`src/rtl/tsp_pkg.sv`:
```
package tsp_pkg;

    typedef enum logic [1:0] {
        CODE_PCM   = 2'b00,
        CODE_ADPCM = 2'b01,
        CODE_PAD   = 2'b10,
        CODE_RST   = 2'b11
    } ctl_code_e;

    typedef enum logic [1:0] {
        KIND_PCM   = 2'd0,
        KIND_ADPCM = 2'd1,
        KIND_PAD   = 2'd2
    } smp_kind_e;

    // transmit code selection: padding first, then reset, then encoding
    function automatic ctl_code_e pick_code(
        input logic pad,
        input logic adpcm,
        input logic was_pad,
        input logic talk
    );
        if (pad)
            return CODE_PAD;
        else if (was_pad || talk)
            return CODE_RST;
        else if (adpcm)
            return CODE_ADPCM;
        else
            return CODE_PCM;
    endfunction

    // receive code to sample kind
    function automatic smp_kind_e code_kind(input logic [1:0] code);
        case (code)
            CODE_PCM: return KIND_PCM;
            CODE_PAD: return KIND_PAD;
            default:  return KIND_ADPCM;
        endcase
    endfunction

endpackage

```
`src/rtl/tsp_slot_seq.sv`:
```
module tsp_slot_seq #(
    parameter int NUM_CH = 8,
    localparam int CH_W  = (NUM_CH > 1) ? $clog2(NUM_CH) : 1,
    localparam int LAST  = 2 * NUM_CH,
    localparam int CNT_W = $clog2(LAST + 1)
) (
    input  logic            clk,
    input  logic            rst_n,
    input  logic            slot_en,
    input  logic            frm_sync,
    output logic            pair_first,
    output logic            pair_second,
    output logic            slot_oor,
    output logic [CH_W-1:0] pair_idx
);

    typedef struct packed {
        logic [CNT_W-1:0] cnt;
    } seq_s;

    seq_s st_d, st_q;
    logic [CNT_W-1:0] idx;
    logic             in_rng;

    always_comb begin
        st_d   = st_q;
        idx    = frm_sync ? '0 : st_q.cnt;
        in_rng = (idx < CNT_W'(LAST));
        if (slot_en)
            st_d.cnt = in_rng ? idx + 1'b1 : CNT_W'(LAST);
        pair_first  = slot_en &  in_rng & ~idx[0];
        pair_second = slot_en &  in_rng &  idx[0];
        slot_oor    = slot_en & ~in_rng;
        pair_idx    = idx[CH_W:1];
    end

    always_ff @(posedge clk or negedge rst_n) begin
        if (!rst_n)
            st_q.cnt <= CNT_W'(LAST);
        else
            st_q <= st_d;
    end

endmodule

```
`src/rtl/tsp_rx_dec.sv`:
```
module tsp_rx_dec
    import tsp_pkg::*;
#(
    parameter int NUM_CH = 8,
    localparam int CH_W  = (NUM_CH > 1) ? $clog2(NUM_CH) : 1
) (
    input  logic            clk,
    input  logic            rst_n,
    input  logic            pair_first,
    input  logic            pair_second,
    input  logic [CH_W-1:0] pair_idx,
    input  logic [7:0]      rx_byte,
    output logic            rx_vld,
    output logic [7:0]      rx_smp,
    output logic [1:0]      rx_kind,
    output logic            rx_rst,
    output logic [CH_W-1:0] rx_chan
);

    typedef struct packed {
        logic [7:0]        hold;
        logic [NUM_CH-1:0] hist;
        logic              vld;
        logic [7:0]        smp;
        logic [1:0]        kind;
        logic              rst;
        logic [CH_W-1:0]   chan;
    } rx_s;

    rx_s       st_d, st_q;
    ctl_code_e code;
    logic      voice;

    always_comb begin
        st_d   = st_q;
        st_d.vld = 1'b0;
        code   = ctl_code_e'(rx_byte[1:0]);
        voice  = (code != CODE_PAD);
        if (pair_first)
            st_d.hold = rx_byte;
        if (pair_second) begin
            st_d.vld  = 1'b1;
            st_d.smp  = st_q.hold;
            st_d.kind = code_kind(code);
            st_d.rst  = voice & ((code == CODE_RST) | st_q.hist[pair_idx]);
            st_d.chan = pair_idx;
            st_d.hist[pair_idx] = ~voice;
        end
    end

    always_ff @(posedge clk or negedge rst_n) begin
        if (!rst_n)
            st_q <= '0;
        else
            st_q <= st_d;
    end

    assign rx_vld  = st_q.vld;
    assign rx_smp  = st_q.smp;
    assign rx_kind = st_q.kind;
    assign rx_rst  = st_q.rst;
    assign rx_chan = st_q.chan;

endmodule

```
`src/rtl/tsp_tx_enc.sv`:
```
module tsp_tx_enc
    import tsp_pkg::*;
#(
    parameter int NUM_CH = 8,
    localparam int CH_W  = (NUM_CH > 1) ? $clog2(NUM_CH) : 1
) (
    input  logic            clk,
    input  logic            rst_n,
    input  logic            pair_first,
    input  logic            pair_second,
    input  logic            slot_oor,
    input  logic [CH_W-1:0] pair_idx,
    input  logic [7:0]      tx_smp,
    input  logic            tx_adpcm,
    input  logic            tx_pad,
    input  logic            tx_talk,
    output logic [7:0]      tx_byte
);

    typedef struct packed {
        logic [7:0]        obyte;
        logic [1:0]        code;
        logic [NUM_CH-1:0] hist;
    } tx_s;

    tx_s st_d, st_q;

    always_comb begin
        st_d = st_q;
        if (pair_first) begin
            st_d.code  = pick_code(tx_pad, tx_adpcm, st_q.hist[pair_idx], tx_talk);
            st_d.obyte = tx_smp;
        end
        if (pair_second) begin
            st_d.obyte = {6'b000000, st_q.code};
            st_d.hist[pair_idx] = (st_q.code == CODE_PAD);
        end
        if (slot_oor)
            st_d.obyte = '0;
    end

    always_ff @(posedge clk or negedge rst_n) begin
        if (!rst_n)
            st_q <= '0;
        else
            st_q <= st_d;
    end

    assign tx_byte = st_q.obyte;

endmodule

```
`src/rtl/tsp_iface.sv`:
```
module tsp_iface #(
    parameter int NUM_CH = 8,
    localparam int CH_W  = (NUM_CH > 1) ? $clog2(NUM_CH) : 1
) (
    input  logic            clk,
    input  logic            rst_n,
    input  logic            slot_en,
    input  logic            frm_sync,
    input  logic [7:0]      rx_byte,
    output logic            rx_vld,
    output logic [7:0]      rx_smp,
    output logic [1:0]      rx_kind,
    output logic            rx_rst,
    output logic [CH_W-1:0] rx_chan,
    input  logic [7:0]      tx_smp,
    input  logic            tx_adpcm,
    input  logic            tx_pad,
    input  logic            tx_talk,
    output logic [7:0]      tx_byte
);

    logic            pair_first;
    logic            pair_second;
    logic            slot_oor;
    logic [CH_W-1:0] pair_idx;

    tsp_slot_seq #(.NUM_CH(NUM_CH)) u_seq (
        .clk         (clk),
        .rst_n       (rst_n),
        .slot_en     (slot_en),
        .frm_sync    (frm_sync),
        .pair_first  (pair_first),
        .pair_second (pair_second),
        .slot_oor    (slot_oor),
        .pair_idx    (pair_idx)
    );

    tsp_rx_dec #(.NUM_CH(NUM_CH)) u_rx (
        .clk         (clk),
        .rst_n       (rst_n),
        .pair_first  (pair_first),
        .pair_second (pair_second),
        .pair_idx    (pair_idx),
        .rx_byte     (rx_byte),
        .rx_vld      (rx_vld),
        .rx_smp      (rx_smp),
        .rx_kind     (rx_kind),
        .rx_rst      (rx_rst),
        .rx_chan     (rx_chan)
    );

    tsp_tx_enc #(.NUM_CH(NUM_CH)) u_tx (
        .clk         (clk),
        .rst_n       (rst_n),
        .pair_first  (pair_first),
        .pair_second (pair_second),
        .slot_oor    (slot_oor),
        .pair_idx    (pair_idx),
        .tx_smp      (tx_smp),
        .tx_adpcm    (tx_adpcm),
        .tx_pad      (tx_pad),
        .tx_talk     (tx_talk),
        .tx_byte     (tx_byte)
    );

endmodule

```
`config.mk`:
```
export PLATFORM = sky130hd
export DESIGN_NAME = tsp_iface
export DESIGN_NICKNAME = d
export VERILOG_FILES = /design/src/rtl/tsp_pkg.sv /design/src/rtl/tsp_slot_seq.sv /design/src/rtl/tsp_rx_dec.sv /design/src/rtl/tsp_tx_enc.sv /design/src/rtl/tsp_iface.sv
export SDC_FILE = /design/constraint.sdc
export NUM_CORES = 1
export LEC_CHECK = 0
export ABC_AREA = 0
export BUFFER_PORTS_ARGS = -buffer_cell sky130_fd_sc_hd__buf_2
export CAP_MARGIN = 10
export CORE_AREA = 2 2 50 98
export DETAILED_ROUTE_END_ITERATION = 16
export DIE_AREA = 0 0 52 100
export GPL_ROUTABILITY_DRIVEN = 0
export PLACE_DENSITY = 0.81
export REMOVE_ABC_BUFFERS = 1
export SLEW_MARGIN = 30
export SYNTH_ARGS = -nofsm -noshare
export SYNTH_HDL_FRONTEND = slang
export SYNTH_SLANG_ARGS = --single-unit
```
`constraint.sdc`:
```
create_clock -name clk -period 3.5 [get_ports clk]
set_clock_uncertainty 0.05 [all_clocks]
set_input_delay 1.05 -clock clk [delete_from_list [all_inputs] [get_ports clk]]
set_output_delay 1.05 -clock clk [all_outputs]
set_load 0.02 [all_outputs]
```
; After elaboration in Yosys (flattened, before gate mapping)
; Cells that the tools add are included.
[totals]
regBits = 54
out_inout_bits = 23
elab_cells = 50
[classes]
addsub = 1
order_cmp = 3
n_eq_ne = 4
n_mux = 18
bitwise = 9
n_reduce_logical = 4
[ops]
columns = op, count
row1 = bitwise mux 8 bit, 2
row2 = 2-to-1 mux 8 bit, 2
row3 = 2-to-1 mux 15 bit, 1
row4 = 2-to-1 mux 10 bit, 1
row5 = 2-to-1 mux 5 bit, 2
row6 = binary-select mux 1 bit (select 3 bit), 2
row7 = equality test 2 bit (second input constant), 3
row8 = adder 5 x 1 -> 5 bit (second input constant), 1
row9 = AND 1 bit, 5
row10 = < comparator 5 bit (second input constant), 1
row11 = < comparator 3 x 4 -> 1 bit (second input constant), 1
row12 = 2-to-1 mux 1 bit, 4
row13 = 2-to-1 mux 2 bit, 2
row14 = one-hot mux 2 bit (2 select lines), 1
row15 = demux 1 bit (select 3 bit), 1
row16 = >= comparator 3 x 1 -> 1 bit (second input constant), 1
row17 = inverter 1 bit, 3
row18 = nonzero test 3 bit, 1
row19 = zero test 2 bit, 1
row20 = inequality test 2 bit (second input constant), 1
row21 = logical AND 1 bit, 1
row22 = logical OR 1 bit, 1
row23 = bitwise OR 1 bit, 1

; Logic depth before layout (Yosys ltp)
[logic_depth]
word_depth = 9
mapped_depth = 6

; Modules after synthesis
; From an unflattened synthesis, not the netlist that was laid out.
[unflattened]
cells_unflattened = 225
area_unflattened_um2 = 2676.3
[by_module_without_submodules]
columns = module, n_inst, cells_each, area_each_um2
row1 = tsp_rx_dec, 1, 106, 1397.6
row2 = tsp_tx_enc, 1, 85, 952.2
row3 = tsp_slot_seq, 1, 34, 326.6

; Worst setup path after synthesis
; No wires, ideal clock.
[synth_timing]
path_kind = input -> register
from = in frm_sync
to = reg u_rx.st_q[20] (netlist name)
setup_time_ps = 125
t_arrival_ps = 2079
required_time_ps = 3325
setup_slack_ps = 1245
path_stages = 3
path_cell_list = or3b_4 -> or3_4 -> mux2_4
[synth_via]
elab_chain_len = 6
[synth_lines]
columns = element, line_no
row1 = from (decl), tsp_iface.sv:8  ; input logic frm_sync,
row2 = 2-to-1 mux 5 bit *, tsp_slot_seq.sv:27  ; idx = frm_sync ? '0 : st_q.cnt;
row3 = < comparator 3 x 4 -> 1 bit (implied by the code) or >= comparator 3 x 1 -> 1 bit (tied branches), tsp_rx_dec.sv:47  ; st_d.hist[pair_idx] = ~voice;
row4 = logical AND 1 bit (implied by the code), tsp_rx_dec.sv:47
row5 = 2-to-1 mux 1 bit (implied by the code), tsp_rx_dec.sv:47
row6 = demux 1 bit (select 3 bit), -
row7 = bitwise mux 8 bit, tsp_rx_dec.sv:47
row8 = to (signal assigned), tsp_rx_dec.sv:55  ; st_q <= st_d;
row9 = to (decl), tsp_rx_dec.sv:30  ; rx_s st_d, st_q;
; Mark *: on every way between the ends. The rest lies on a longest branch, timed or not.
; A chain may end at the register's enable or synchronous reset.

; Worst setup path in the final report
[layout_timing]
from = in slot_en
to = reg u_tx.st_q[3] (netlist name)
[layout_via]
elab_chain_len = 2
[layout_lines]
columns = element, line_no
row1 = from (decl), tsp_iface.sv:7  ; input logic slot_en,
row2 = AND 1 bit (2 in a row), tsp_slot_seq.sv:32  ; pair_second = slot_en & in_rng & idx[0];
row3 = to (signal assigned), tsp_tx_enc.sv:46  ; st_q <= st_d;
row4 = to (decl), tsp_tx_enc.sv:26  ; tx_s st_d, st_q;
; No other way between the ends.

==> reports/metrics.cfg <==
[global_route]
groute.layer.met2.usage=0.371
grt_pass1_vias=1901
grt.total_usage=0.216
antenna_found_initial=0
pin_count_of_the_biggest_net_entering_global_routing=55
globalRouteMet1Util=0.246
global_route_hottest_layer=met2
met3_usage=0.0565
grt_first_pass_wirelength_um=8400
overflow=0

[finish]
finish.net_count=301
finish.cell_count_without_fillers=333
flow.area_growth_from_synthesis_pct=8.37
final_layout_size_suffix_gt1_frac=0.273
mostFrequentLayoutCells=sky130_fd_sc_hd__nand2_1 (65), sky130_fd_sc_hd__dfrtp_1 (53), sky130_fd_sc_hd__buf_2 (45), sky130_fd_sc_hd__inv_1 (15)
layout_commonest_cell=sky130_fd_sc_hd__nand2_1
antenna_cells_inserted=0

[pwr]
worst_case_vdd_ir_drop_mv=0.422
total_leakage_power_nw=1.42
power_density_mw_per_mm2=554

[yosys]
yosys.area_share.simple=0.156
synth_top_family_by_area=simple AND/OR/NAND/NOR gates
syn_area_per_cell_um2=9.95
synth-xor-area-share=0
synth.mux.area_fraction=0.110
seq_area_frac_synth=0.535
yosys_most_used_dff=sky130_fd_sc_hd__dfrtp_1
synth_top_cell_area_share=0.525
syn-cell-area_mm2=0.00253
synth_adder_area_share=0.00495
post_synth_inst_count=254
compound_gate_fraction_of_synth_area=0.0887
synth-seq-cells=54
synthTopCellsByArea=sky130_fd_sc_hd__dfrtp_1 (53%), sky130_fd_sc_hd__nand2_1 (9.7%), sky130_fd_sc_hd__buf_4 (6.2%)
post_synth_num_cell_types=36
synth_warnings=0
yosys.area.top_type=sky130_fd_sc_hd__dfrtp_1
synth-edff-count=0
ys_async_sr_fraction=1.00

[clock_tree]
postCtsHoldBufs=0
post_cts_resized=0
clk_transition_reported_paths_ps=110
cts.repair_timing.setup_buffer_count=0
clk_latency_ps=320
cts_tree=done
root_buffer=sky130_fd_sc_hd__clkbuf_8
cts_max_path_buffers=2
clock_sink_count=54
ctsHtreeMaxLevel=2
cts_inserted_buffers=5

[critical_path]
worst_r2r_path_depth=6
timing_worst_setup_path_type=in -> reg
worstSetupStartpointType=primary input
worst-path-max-fanout=20
critical_path_arrival_ps=2700
reg2reg_from=u_seq.st_q[4]
rrSetupSlack_ps=1530
timing.critical_path.to_type=flip-flop
worstPathRequired_ps=3660
rr_endpoint=u_tx.st_q[3]

[worst_hold_path]
hold_path.startpoint=u_rx.st_q[25]
min_path_cells=2
hold_path_end=u_rx.rx_smp[2]
timing.hold.worst.class=reg -> reg

[timing]
finalCriticalPeriod_ps=2540
hold_viol=0
final.period_utilization=0.726
relSlewSlack=0.555
grt_setup_unrepaired=no
fmaxAchievable_mhz=394
setup_viol=0
worst_pin_slew_ps=660
hold_ws_ps=431
tns_ps=0
final_max_slew_viol_count=0

[detailed_routing]
dr.pass1.iters=6
wire_per_inst_um=14.8
drc_errors=0
wirelength_um=4910
routed_via_density=5.36
drt_antenna_net_count=0
via_count=1785
violation_count_after_the_first_detailed_route_iteration=51

[placement]
dpl.cell_count=325
placement.io_buffers=45
detailed_place_hpwl_um=3510

[die]
dieWidth_um=52
placement_rows=35
core_area_mm2=0.00451
start_util=0.560
io_pins=46
dieHeight_um=100
fp.dieArea_mm2=0.00520

[run_status]
outcome=finished, final reports clean

[job]
drv_cap=0

==> how the worst max path moves through the flow <==
stage | start | endpoint | slack (ps) | cells after the start
6_report | slot_en | u_tx.st_q[3] | 960 | 6
5_1_grt | frm_sync | u_tx.st_q[3] | 840 | 7
4_1_cts | slot_en | u_tx.st_q[3] | 1000 | 6
3_5_place_dp | slot_en | u_tx.st_q[3] | 660 | 6
3_3_place_gp | slot_en | u_tx.st_q[3] | 770 | 6
2_1_floorplan | frm_sync | u_rx.st_q[18] | 800 | 6
==> area by class of cell <==
| cell class | count | area (um2) |
|---|---|---|
| Sequential cell | 54 | 1350 |
| Tap cell | 55 | 68.8 |
| Timing Repair Buffer | 49 | 255 |
| Inverter | 15 | 56.3 |
| Multi-Input combinational cell | 152 | 907 |
| Clock buffer | 5 | 68.8 |
| Fill cell | 380 | 1770 |
| Clock inverter | 3 | 28.8 |
==> where the power goes <==
part,switching (mW),internal [mW]
registers,0.0806,0.730
clock network,0.219,0.150
logic,0.198,0.140
==> critical path: stages <==
cell                      delay [ps]
sky130_fd_sc_hd__buf_2           270
sky130_fd_sc_hd__nand3_1         440
sky130_fd_sc_hd__inv_1           270
sky130_fd_sc_hd__nand3_1         100
sky130_fd_sc_hd__nor2_1          200
sky130_fd_sc_hd__mux2_2          360
==> synth_stat cells, types with 2 or more instances <==
| master | count |
|---|---|
| sky130_fd_sc_hd__a21oi_1 | 4 |
| sky130_fd_sc_hd__a41oi_1 | 2 |
| sky130_fd_sc_hd__buf_2 | 6 |
| sky130_fd_sc_hd__buf_4 | 21 |
| sky130_fd_sc_hd__clkbuf_1 | 5 |
| sky130_fd_sc_hd__dfrtp_1 | 53 |
| sky130_fd_sc_hd__inv_1 | 15 |
| sky130_fd_sc_hd__mux2_2 | 14 |
| sky130_fd_sc_hd__mux2_4 | 2 |
| sky130_fd_sc_hd__mux2i_1 | 9 |
| sky130_fd_sc_hd__nand2_1 | 65 |
| sky130_fd_sc_hd__nand3_1 | 4 |
| sky130_fd_sc_hd__nand3b_1 | 2 |
| sky130_fd_sc_hd__nor2_1 | 8 |
| sky130_fd_sc_hd__nor2b_1 | 3 |
| sky130_fd_sc_hd__nor3_1 | 3 |
| sky130_fd_sc_hd__nor3b_1 | 2 |
| sky130_fd_sc_hd__o21ai_0 | 14 |
| sky130_fd_sc_hd__o21bai_1 | 2 |
| sky130_fd_sc_hd__o22ai_1 | 4 |
==> metrics by stage <==
stage / area (um2) / setup slack, ps / power (mW) / utilization
after floorplan: 2320 / 796 / 1.02 / -
after global placement: 2640 / 767 / 1.14 / 0.585
after detailed placement: 2640 / 660 / 1.16 / 0.585
after CTS: 2740 / 999 / 1.53 / 0.607
after global routing: 2740 / 839 / 1.61 / 0.607
final: 2740 / 959 / 1.52 / 0.607
==> layer usage <==
layer  routed length [um]  vias up
met4                   90        0
li1                     -      860
met3                  243        9
met1                 1970      855
met2                 2610       61
met5                    0        -
==> cells by family (layout without fill, tap and decap cells) <==
kind of cell | after synthesis | after routing
buffers and inverters | 48 | 72
DFF | 54 | 54
adders and majority gates | 1 | 1
muxes | 25 | 25
and+or+nand+nor | 91 | 91
AOI/OAI and AO/OA | 35 | 35
==> registers in the layout, indices dropped and copies added (netlist names) <==
name          cells
u_tx.st_q        10
u_seq.st_q        5
u_tx.tx_byte      8
u_rx.st_q        16
u_rx.rx_rst       1
u_rx.rx_vld       1
u_rx.rx_kind      2
u_rx.rx_chan      3
u_rx.rx_smp       8
(Power assumes the default switching activity.)
